**src/rtl/tamper_pkg.sv**
```systemverilog
package tamper_pkg;
    // register selects
    localparam int SEL_ENABLE = 0;
    localparam int SEL_ACTION = 1;
    localparam int SEL_FLAGS  = 2;
    localparam int SEL_SPARE  = 3;

    // action register layout
    localparam int ACT_W        = 2;
    localparam int ACT_RST_BIT  = 0;
    localparam int ACT_WIPE_BIT = 1;

    // sensor indices
    typedef enum int {
        SNS_VOLT = 0,
        SNS_CLK  = 1,
        SNS_TEMP = 2,
        SNS_MESH = 3
    } sensor_e;
endpackage

```
**src/rtl/tamper_sync.sv**
```systemverilog
module tamper_sync #(
    parameter int N      = 4,
    parameter int STAGES = 2
) (
    input  logic         clk,
    input  logic         rst_n,
    input  logic [N-1:0] raw_i,
    output logic [N-1:0] sync_o
);
    generate
        if (STAGES == 0) begin : g_bypass
            assign sync_o = raw_i;
        end else begin : g_chain
            typedef struct packed {
                logic [STAGES-1:0][N-1:0] stage;
            } chain_t;

            chain_t c_d, c_q;

            always_comb begin
                c_d = c_q;
                c_d.stage[0] = raw_i;
                for (int s = 1; s < STAGES; s++) begin
                    c_d.stage[s] = c_q.stage[s-1];
                end
            end

            always_ff @(posedge clk or negedge rst_n) begin
                if (!rst_n) c_q <= '0;
                else        c_q <= c_d;
            end

            assign sync_o = c_q.stage[STAGES-1];
        end
    endgenerate
endmodule

```
**src/rtl/tamper_regs.sv**
```systemverilog
module tamper_regs
    import tamper_pkg::*;
#(
    parameter int N      = 4,
    parameter int DATA_W = 8,
    parameter int ADDR_W = 2
) (
    input  logic              clk,
    input  logic              rst_n,
    input  logic              we_i,
    input  logic [ADDR_W-1:0] addr_i,
    input  logic [DATA_W-1:0] wdata_i,
    input  logic [N-1:0]      set_i,
    output logic [DATA_W-1:0] rdata_o,
    output logic [N-1:0]      en_o,
    output logic [ACT_W-1:0]  act_o,
    output logic [N-1:0]      flags_o
);
    localparam int PAD_N   = DATA_W - N;
    localparam int PAD_ACT = DATA_W - ACT_W;

    typedef struct packed {
        logic [N-1:0]     en;
        logic [ACT_W-1:0] act;
        logic [N-1:0]     flags;
    } regs_t;

    regs_t          r_d, r_q;
    logic           sel_en, sel_act, sel_flags;
    logic [N-1:0]   clr;
    logic           unused_wdata_hi;

    assign unused_wdata_hi = ^wdata_i[DATA_W-1:N];

    always_comb begin
        sel_en    = (addr_i == ADDR_W'(SEL_ENABLE));
        sel_act   = (addr_i == ADDR_W'(SEL_ACTION));
        sel_flags = (addr_i == ADDR_W'(SEL_FLAGS));

        r_d = r_q;
        if (we_i && sel_en)  r_d.en  = wdata_i[N-1:0];
        if (we_i && sel_act) r_d.act = wdata_i[ACT_W-1:0];

        // acknowledge first, then new sets so a set wins
        clr = (we_i && sel_flags) ? wdata_i[N-1:0] : '0;
        r_d.flags = (r_q.flags & ~clr) | set_i;

        rdata_o = '0;
        if (sel_en)    rdata_o = {{PAD_N{1'b0}}, r_q.en};
        if (sel_act)   rdata_o = {{PAD_ACT{1'b0}}, r_q.act};
        if (sel_flags) rdata_o = {{PAD_N{1'b0}}, r_q.flags};
    end

    always_ff @(posedge clk or negedge rst_n) begin
        if (!rst_n) r_q <= '0;
        else        r_q <= r_d;
    end

    assign en_o    = r_q.en;
    assign act_o   = r_q.act;
    assign flags_o = r_q.flags;
endmodule

```
**src/rtl/tamper_resp.sv**
```systemverilog
module tamper_resp
    import tamper_pkg::*;
#(
    parameter int N = 4
) (
    input  logic             clk,
    input  logic             rst_n,
    input  logic [N-1:0]     hit_i,
    input  logic [ACT_W-1:0] act_i,
    input  logic [N-1:0]     flags_i,
    input  logic [N-1:0]     en_i,
    output logic             irq_o,
    output logic             reset_req_o,
    output logic             wipe_req_o
);
    typedef struct packed {
        logic [N-1:0] prev;
        logic         rst;
        logic         wipe;
    } resp_t;

    resp_t        s_d, s_q;
    logic [N-1:0] rise;
    logic         new_evt;

    always_comb begin
        rise    = hit_i & ~s_q.prev;
        new_evt = |rise;

        s_d      = s_q;
        s_d.prev = hit_i;
        s_d.rst  = new_evt && act_i[ACT_RST_BIT];
        s_d.wipe = new_evt && act_i[ACT_WIPE_BIT];

        irq_o = |(flags_i & en_i);
    end

    always_ff @(posedge clk or negedge rst_n) begin
        if (!rst_n) s_q <= '0;
        else        s_q <= s_d;
    end

    assign reset_req_o = s_q.rst;
    assign wipe_req_o  = s_q.wipe;
endmodule

```
**src/rtl/tamper_hub.sv**
```systemverilog
module tamper_hub
    import tamper_pkg::*;
#(
    parameter int N_SENS      = 4,
    parameter int DATA_W      = 8,
    parameter int ADDR_W      = 2,
    parameter int SYNC_STAGES = 2
) (
    input  logic              clk,
    input  logic              rst_n,
    input  logic [N_SENS-1:0] sensor_trip,
    input  logic              reg_we,
    input  logic [ADDR_W-1:0] reg_addr,
    input  logic [DATA_W-1:0] reg_wdata,
    output logic [DATA_W-1:0] reg_rdata,
    output logic              irq,
    output logic              reset_req,
    output logic              wipe_req
);
    logic [N_SENS-1:0] sync_w;
    logic [N_SENS-1:0] hit_w;
    logic [N_SENS-1:0] en_w;
    logic [N_SENS-1:0] flags_w;
    logic [ACT_W-1:0]  act_w;

    tamper_sync #(.N(N_SENS), .STAGES(SYNC_STAGES)) u_sync (
        .clk    (clk),
        .rst_n  (rst_n),
        .raw_i  (sensor_trip),
        .sync_o (sync_w)
    );

    assign hit_w = sync_w & en_w;

    tamper_regs #(.N(N_SENS), .DATA_W(DATA_W), .ADDR_W(ADDR_W)) u_regs (
        .clk     (clk),
        .rst_n   (rst_n),
        .we_i    (reg_we),
        .addr_i  (reg_addr),
        .wdata_i (reg_wdata),
        .set_i   (hit_w),
        .rdata_o (reg_rdata),
        .en_o    (en_w),
        .act_o   (act_w),
        .flags_o (flags_w)
    );

    tamper_resp #(.N(N_SENS)) u_resp (
        .clk         (clk),
        .rst_n       (rst_n),
        .hit_i       (hit_w),
        .act_i       (act_w),
        .flags_i     (flags_w),
        .en_i        (en_w),
        .irq_o       (irq),
        .reset_req_o (reset_req),
        .wipe_req_o  (wipe_req)
    );
endmodule

```
**config.mk**
```make
export PLATFORM = sky130hd
export DESIGN_NAME = tamper_hub
export DESIGN_NICKNAME = d
export VERILOG_FILES = /design/src/rtl/tamper_pkg.sv /design/src/rtl/tamper_sync.sv /design/src/rtl/tamper_regs.sv /design/src/rtl/tamper_resp.sv /design/src/rtl/tamper_hub.sv
export SDC_FILE = /design/constraint.sdc
export NUM_CORES = 1
export LEC_CHECK = 0
export BUFFER_PORTS_ARGS = -buffer_cell sky130_fd_sc_hd__buf_2
export CORE_UTILIZATION = 35
export DETAILED_ROUTE_END_ITERATION = 10
export GPL_TIMING_DRIVEN = 0
export SETUP_SLACK_MARGIN = 0.3
export SLEW_MARGIN = 20
export SYNTH_ARGS = -nofsm -noshare
export SYNTH_HDL_FRONTEND = slang
export SYNTH_SLANG_ARGS = --single-unit
```
**constraint.sdc**
```tcl
create_clock -name clk -period 1.3 [get_ports clk]
set_clock_uncertainty 0.1 [all_clocks]
set_input_delay 0.065 -clock clk [delete_from_list [all_inputs] [get_ports clk]]
set_output_delay 0.065 -clock clk [all_outputs]
set_load 0.01 [all_outputs]
```
==> Word-level counts from Yosys, hierarchy flattened <==
Index checks and enable logic that the tools add are counted.
{ "op_classes": {"n_addsub": 0, "multipliers": 0, "div_mod_pow": 0, "n_lt_le_gt_ge": 0, "n_eq_ne": 2, "n_shift": 0, "n_mux": 4, "bitwise": 7, "reduce_logical": 8} }
{ "op_table": {"columns": ["op", "count"], "rows": [
  ["4-bit AND", 4],
  ["4-bit 2-to-1 mux", 4],
  ["4-bit inverter", 2],
  ["4-bit OR reduction", 2],
  ["1-bit logical AND", 5],
  ["4-bit OR", 1],
  ["2-bit by 1-bit == test with 1-bit output, second input constant", 1],
  ["2-bit == test, second input constant", 1],
  ["2-bit logical NOT", 1]
]} }
{ "totals": {"register_bits": 24, "latchBits": 0, "mem_bits_rw": 0, "mem_bits_ro": 0, "input_bits": 17, "elab_cells": 29, "mem_count": 0} }

==> Depth between registers and ports, before layout <==
{ "depth": {"word_depth": 6, "depth_mapped": 3} }

==> Cells and area by module <==
A second synthesis with hierarchy kept.
{ "hier_totals": {"cells_unflattened": 76, "hier_area_um2": 979.7} }
{ "modules_own_cells": {"columns": ["module", "instances", "cells_per_inst", "area_each_um2", "seq_area_each_um2"], "rows": [
  ["tamper_regs", 1, 47, 535.5, 250.2],
  ["tamper_resp", 1, 17, 219.0, 150.1],
  ["tamper_sync", 1, 8, 200.2, 200.2],
  ["tamper_hub", 1, 4, 25.0, 0.0]
]} }

==> Worst setup path after synthesis <==
OpenSTA, ideal clock, no wires.
{ "synth_timing": {"path_kind": "register to register", "start": "register u_regs.r_q (netlist bit u_regs.en_o[1])", "end": "register u_regs.r_q (netlist bit u_regs.flags_o[1])", "setup_time_ps": 118, "arrival_time_ps": 667, "t_required_ps": 1082, "setup_slack_ps": 415, "stages_incl_launch_ff": 3, "n_path_buf": 0, "period_less_slack_ps": 885, "path_cell_list": "dfrtp_1 > and2_1 > a21o_1"} }
{ "synth_lines": {"columns": ["item", "line", "source"], "rows": [
  ["start: declaration", "tamper_regs.sv:28", "regs_t r_d, r_q;"],
  ["start signal: assignment", "tamper_regs.sv:56", "else r_q <= r_d;"]
]} }

==> Worst setup path after layout <==
{ "layout_timing": {"start": "register u_regs.r_q (netlist bit u_regs.en_o[2])", "end": "output port irq"} }
{ "layout_between": {"elab_chain_cells": 2} }
{ "layout_lines": {"columns": ["item", "line", "source"], "rows": [
  ["4-bit AND", "tamper_resp.sv:35", "irq_o = |(flags_i & en_i);"],
  ["4-bit OR reduction", "tamper_resp.sv:35", null],
  ["end: declaration", "tamper_hub.sv:16", "output logic irq,"]
]} }
No other way between the ends.

==> summary.txt <==
Clocking
  – # clock sinks: 24
  – CTS H-Tree Depth: 1
  – Root buffer cell: clkbuf_4
  – CTS clk-pin slew, worst paths: 0.13 ns
  – Worst-Skew Late Latency: 0.32 ns
  – CTS buffer count: 3
  – Clk buf depth: 2
  – CTS tree: done

Setup path
  – Levels on crit path: 3
  – WP buf/inv: 1
  – Worst setup EP type: output pin
  – Crit-path slowest cell: dfrtp_1
  – R2R Path End: u_resp.reset_req_o
  – Crit path kind: flip-flop to output pin
  – Worst R2R Start: u_regs.en_o[2]
  – Reg2Reg Setup Slack: 0.13 ns
  – Register-to-Register Path Depth: 4
  – Worst setup path start: u_regs.en_o[2]
  – Worst-path cell chain: a22oi_1, nand2_1, buf_2
  – Worst path top cell family by delay: flip-flops
  – Critical Path End: irq
  – Setup crit start kind: flip-flop
  – Worst Path Max Fanout: 3
  – Data required, critical path: 1.13 ns
  – Worst path arrival time: 1.15 ns
  – Delay of the slowest critical-path stage: 0.44 ns

Pwr
  – Power Density: 1246 mW/mm^2
  – Switch share: 0.2766
  – VDD IR-drop max: 0.7984 mV
  – Proportion of power drawn by the clock network: 0.194
  – PnR Total Power: 1.724 mW
  – Comb pwr share: 0.279
  – P_sw: 0.4767 mW
  – Internal power: 1.247 mW
  – Flop pwr share: 0.527
  – Leak Pwr: 0.6532 nW

Drt
  – DRC Markers: 0
  – Vias per inst: 4.897
  – DR vias: 710
  – Antenna-violating nets left: 0
  – 1st-pass router iterations: 3
  – Initial DRC count: 8
  – Final WL: 2058 um
  – WL/cell: 14.19 um

Layout
  – Syn-to-layout area delta: 41.43%
  – Fill cells: 244
  – Commonest non-fill, non-tap cell in the layout: dfrtp_1
  – Share of cells above drive strength 1: 0.4522
  – Most frequent cells in the layout: 24 x dfrtp_1, 18 x buf_2, 9 x buf_4, 9 x dlygate4sd3_1, 8 x buf_6
  – Sequential cell area: 600.6 um^2
  – Multi-input gate area: 377.9 um^2
  – Post-layout net count: 134
  – Non-filler cells, final: 145
  – Util after Layout: 0.5390
  – N_diodes: 0

Min path
  – Hold Crit Class: primary input to flip-flop
  – Hold path cells: 3

Yosys
  – Synth top area share: 0.6138
  – Synth warn: 0
  – Post-Syn Instances: 71
  – Sequential share of the synthesized area: 0.6138
  – Biggest area consumer among synthesized cells: dfrtp_1
  – Post-synthesis register bit count: 24
  – Cell Area, Synth: 978.4 um^2
  – Synth cell types: 17
  – Synth Area per Inst: 13.78 um^2
  – Synth top area cells: dfrtp_1 61%, mux2_2 6.9%, buf_4 4.6%

Timing
  – Slew HR: 0.6440
  – RSZ-0062 raised after global routing: true
  – Max-slew violations: 0
  – Actual slew at the worst max-slew pin: 0.5340 ns
  – Max Clk Rate: 757.7 MHz
  – Setup_tns: -0.01979 ns
  – Final period util: 1.015
  – Setup Viol. Count Final: 1
  – Final WS setup: -0.01979 ns
  – Final Hold Viols: 0
  – WHS: 0.01895 ns
  – Tmin final: 1.320 ns

Floorplan
  – Ports: 28
  – Die Y: 54.87 um
  – Die Wd: 54.87 um
  – Std cell rows: 18
  – Core box area: 0.002567 mm^2
  – Starting Density: 0.3811
  – Die ar.: 0.003011 mm^2

Placed design
  – Placed Cells: 123
  – PortBufs: 19
  – Post-detail-place hpwl: 1275 um
  – Gp weighted congestion: 0.6995

Status
  – Failing checks: negative setup slack
  – Status: complete, but fails checks

GRT
  – First-pass GRT wire length: 3243 um
  – Antenna violations before repair: 0
  – Overall Global Routing Usage: 0.1641
  – Largest net degree at the start of global routing: 25
  – Vias in the first global route: 695
  – GRT overflow: 0

Job
  – Max-cap violation count: 0
how the worst min path moves through the flow:
stage	from	end	slack (ns)
4_1_cts	reg_we	u_regs.flags_o[0]	0.009
2_1_floorplan	rst_n	u_regs.act_o[0]	-0.33
3_5_place_dp	rst_n	u_sync.sync_o[0]	-0.02
5_1_grt	reg_we	u_regs.flags_o[0]	0.02
6_report	reg_we	u_regs.flags_o[0]	0.02
3_3_place_gp	rst_n	u_sync.g_chain.c_d[5]	-0.03
layout make-up:
class / instances / area share
tap: 30 / 0.02712
sequential: 24 / 0.4340
timing repair buffer: 38 / 0.2116
buffer: 6 / 0.03255
clock buffer: 3 / 0.01627
multi-input combinational: 42 / 0.2731
inverter: 2 / 0.005425
worst register-to-register path, stage by stage, from the launching register on:
cell	delay, ns
dfrtp_1	0.44
buf_6	0.13
buf_6	0.11
nand3b_1	0.13
a41oi_2	0.14
state kept, by name, summed over array words and instances (netlist names):
| register | flops |
|---|---|
| u_resp.reset_req_o | 1 |
| u_regs.en_o | 4 |
| u_resp.wipe_req_o | 1 |
| u_sync.sync_o | 4 |
| u_sync.g_chain.c_d | 4 |
| u_resp.s_q | 4 |
| u_regs.act_o | 2 |
| u_regs.flags_o | 4 |
stage by stage:
stage	setup slack [ns]	area [um^2]
global placement	0.1291	1122
CTS	-0.03598	1329
detailed placement	0.1184	1122
global route	-0.1095	1384
floorplan	0.4152	989.7
finish	-0.01979	1384
routing by layer:
| metal | GRT usage | up-vias | wire, um |
|---|---|---|---|
| met4 | 0.08974 | 0 | 38 |
| met1 | 0.2045 | 360 | 895 |
| li1 | - | 332 | - |
| met5 | 0 | - | 0 |
| met2 | 0.2631 | 14 | 1061 |
| met3 | 0.03333 | 4 | 61 |
power by group through the flow:
stage / sequential (mW) / combinational, mW / clock, mW
after global routing: 0.919 / 0.526 / 0.364
final: 0.909 / 0.480 / 0.335
after detailed placement: 0.923 / 0.289 / 0
after floorplan: 0.911 / 0.179 / 0
after CTS: 0.909 / 0.414 / 0.336
after global placement: 0.921 / 0.283 / 0
cell usage after synthesis:
cell type,count
a41oi_1,2
dfrtp_1,24
a22oi_1,2
nand2_1,1
nand3b_1,5
inv_1,2
mux2_2,6
nor3b_4,1
nor2b_1,1
nand4b_1,4
o2bb2ai_1,2
buf_4,6
mux2i_1,4
a21o_1,4
and2_1,4
conb_1,1
nor2_1,2
what timing repair did:
item / in CTS / in global routing
pin swaps: 6 / 2
hold buffers: 9 / 0
setup buffers: 5 / 5
gates resized for setup: 14 / 4
endpoints found under the hold margin: 38 / 0
endpoints found under the setup margin: 5 / 16
kinds of logic after synthesis:
group / synth area share
AO/OA/AOI/OAI: 0.08184
buffers and inverters: 0.05371
flip-flops: 0.6138
multiplexers: 0.1100
other: 0.003833
AND/OR/NAND/NOR: 0.1368
Power figures use the tool's default switching activity.
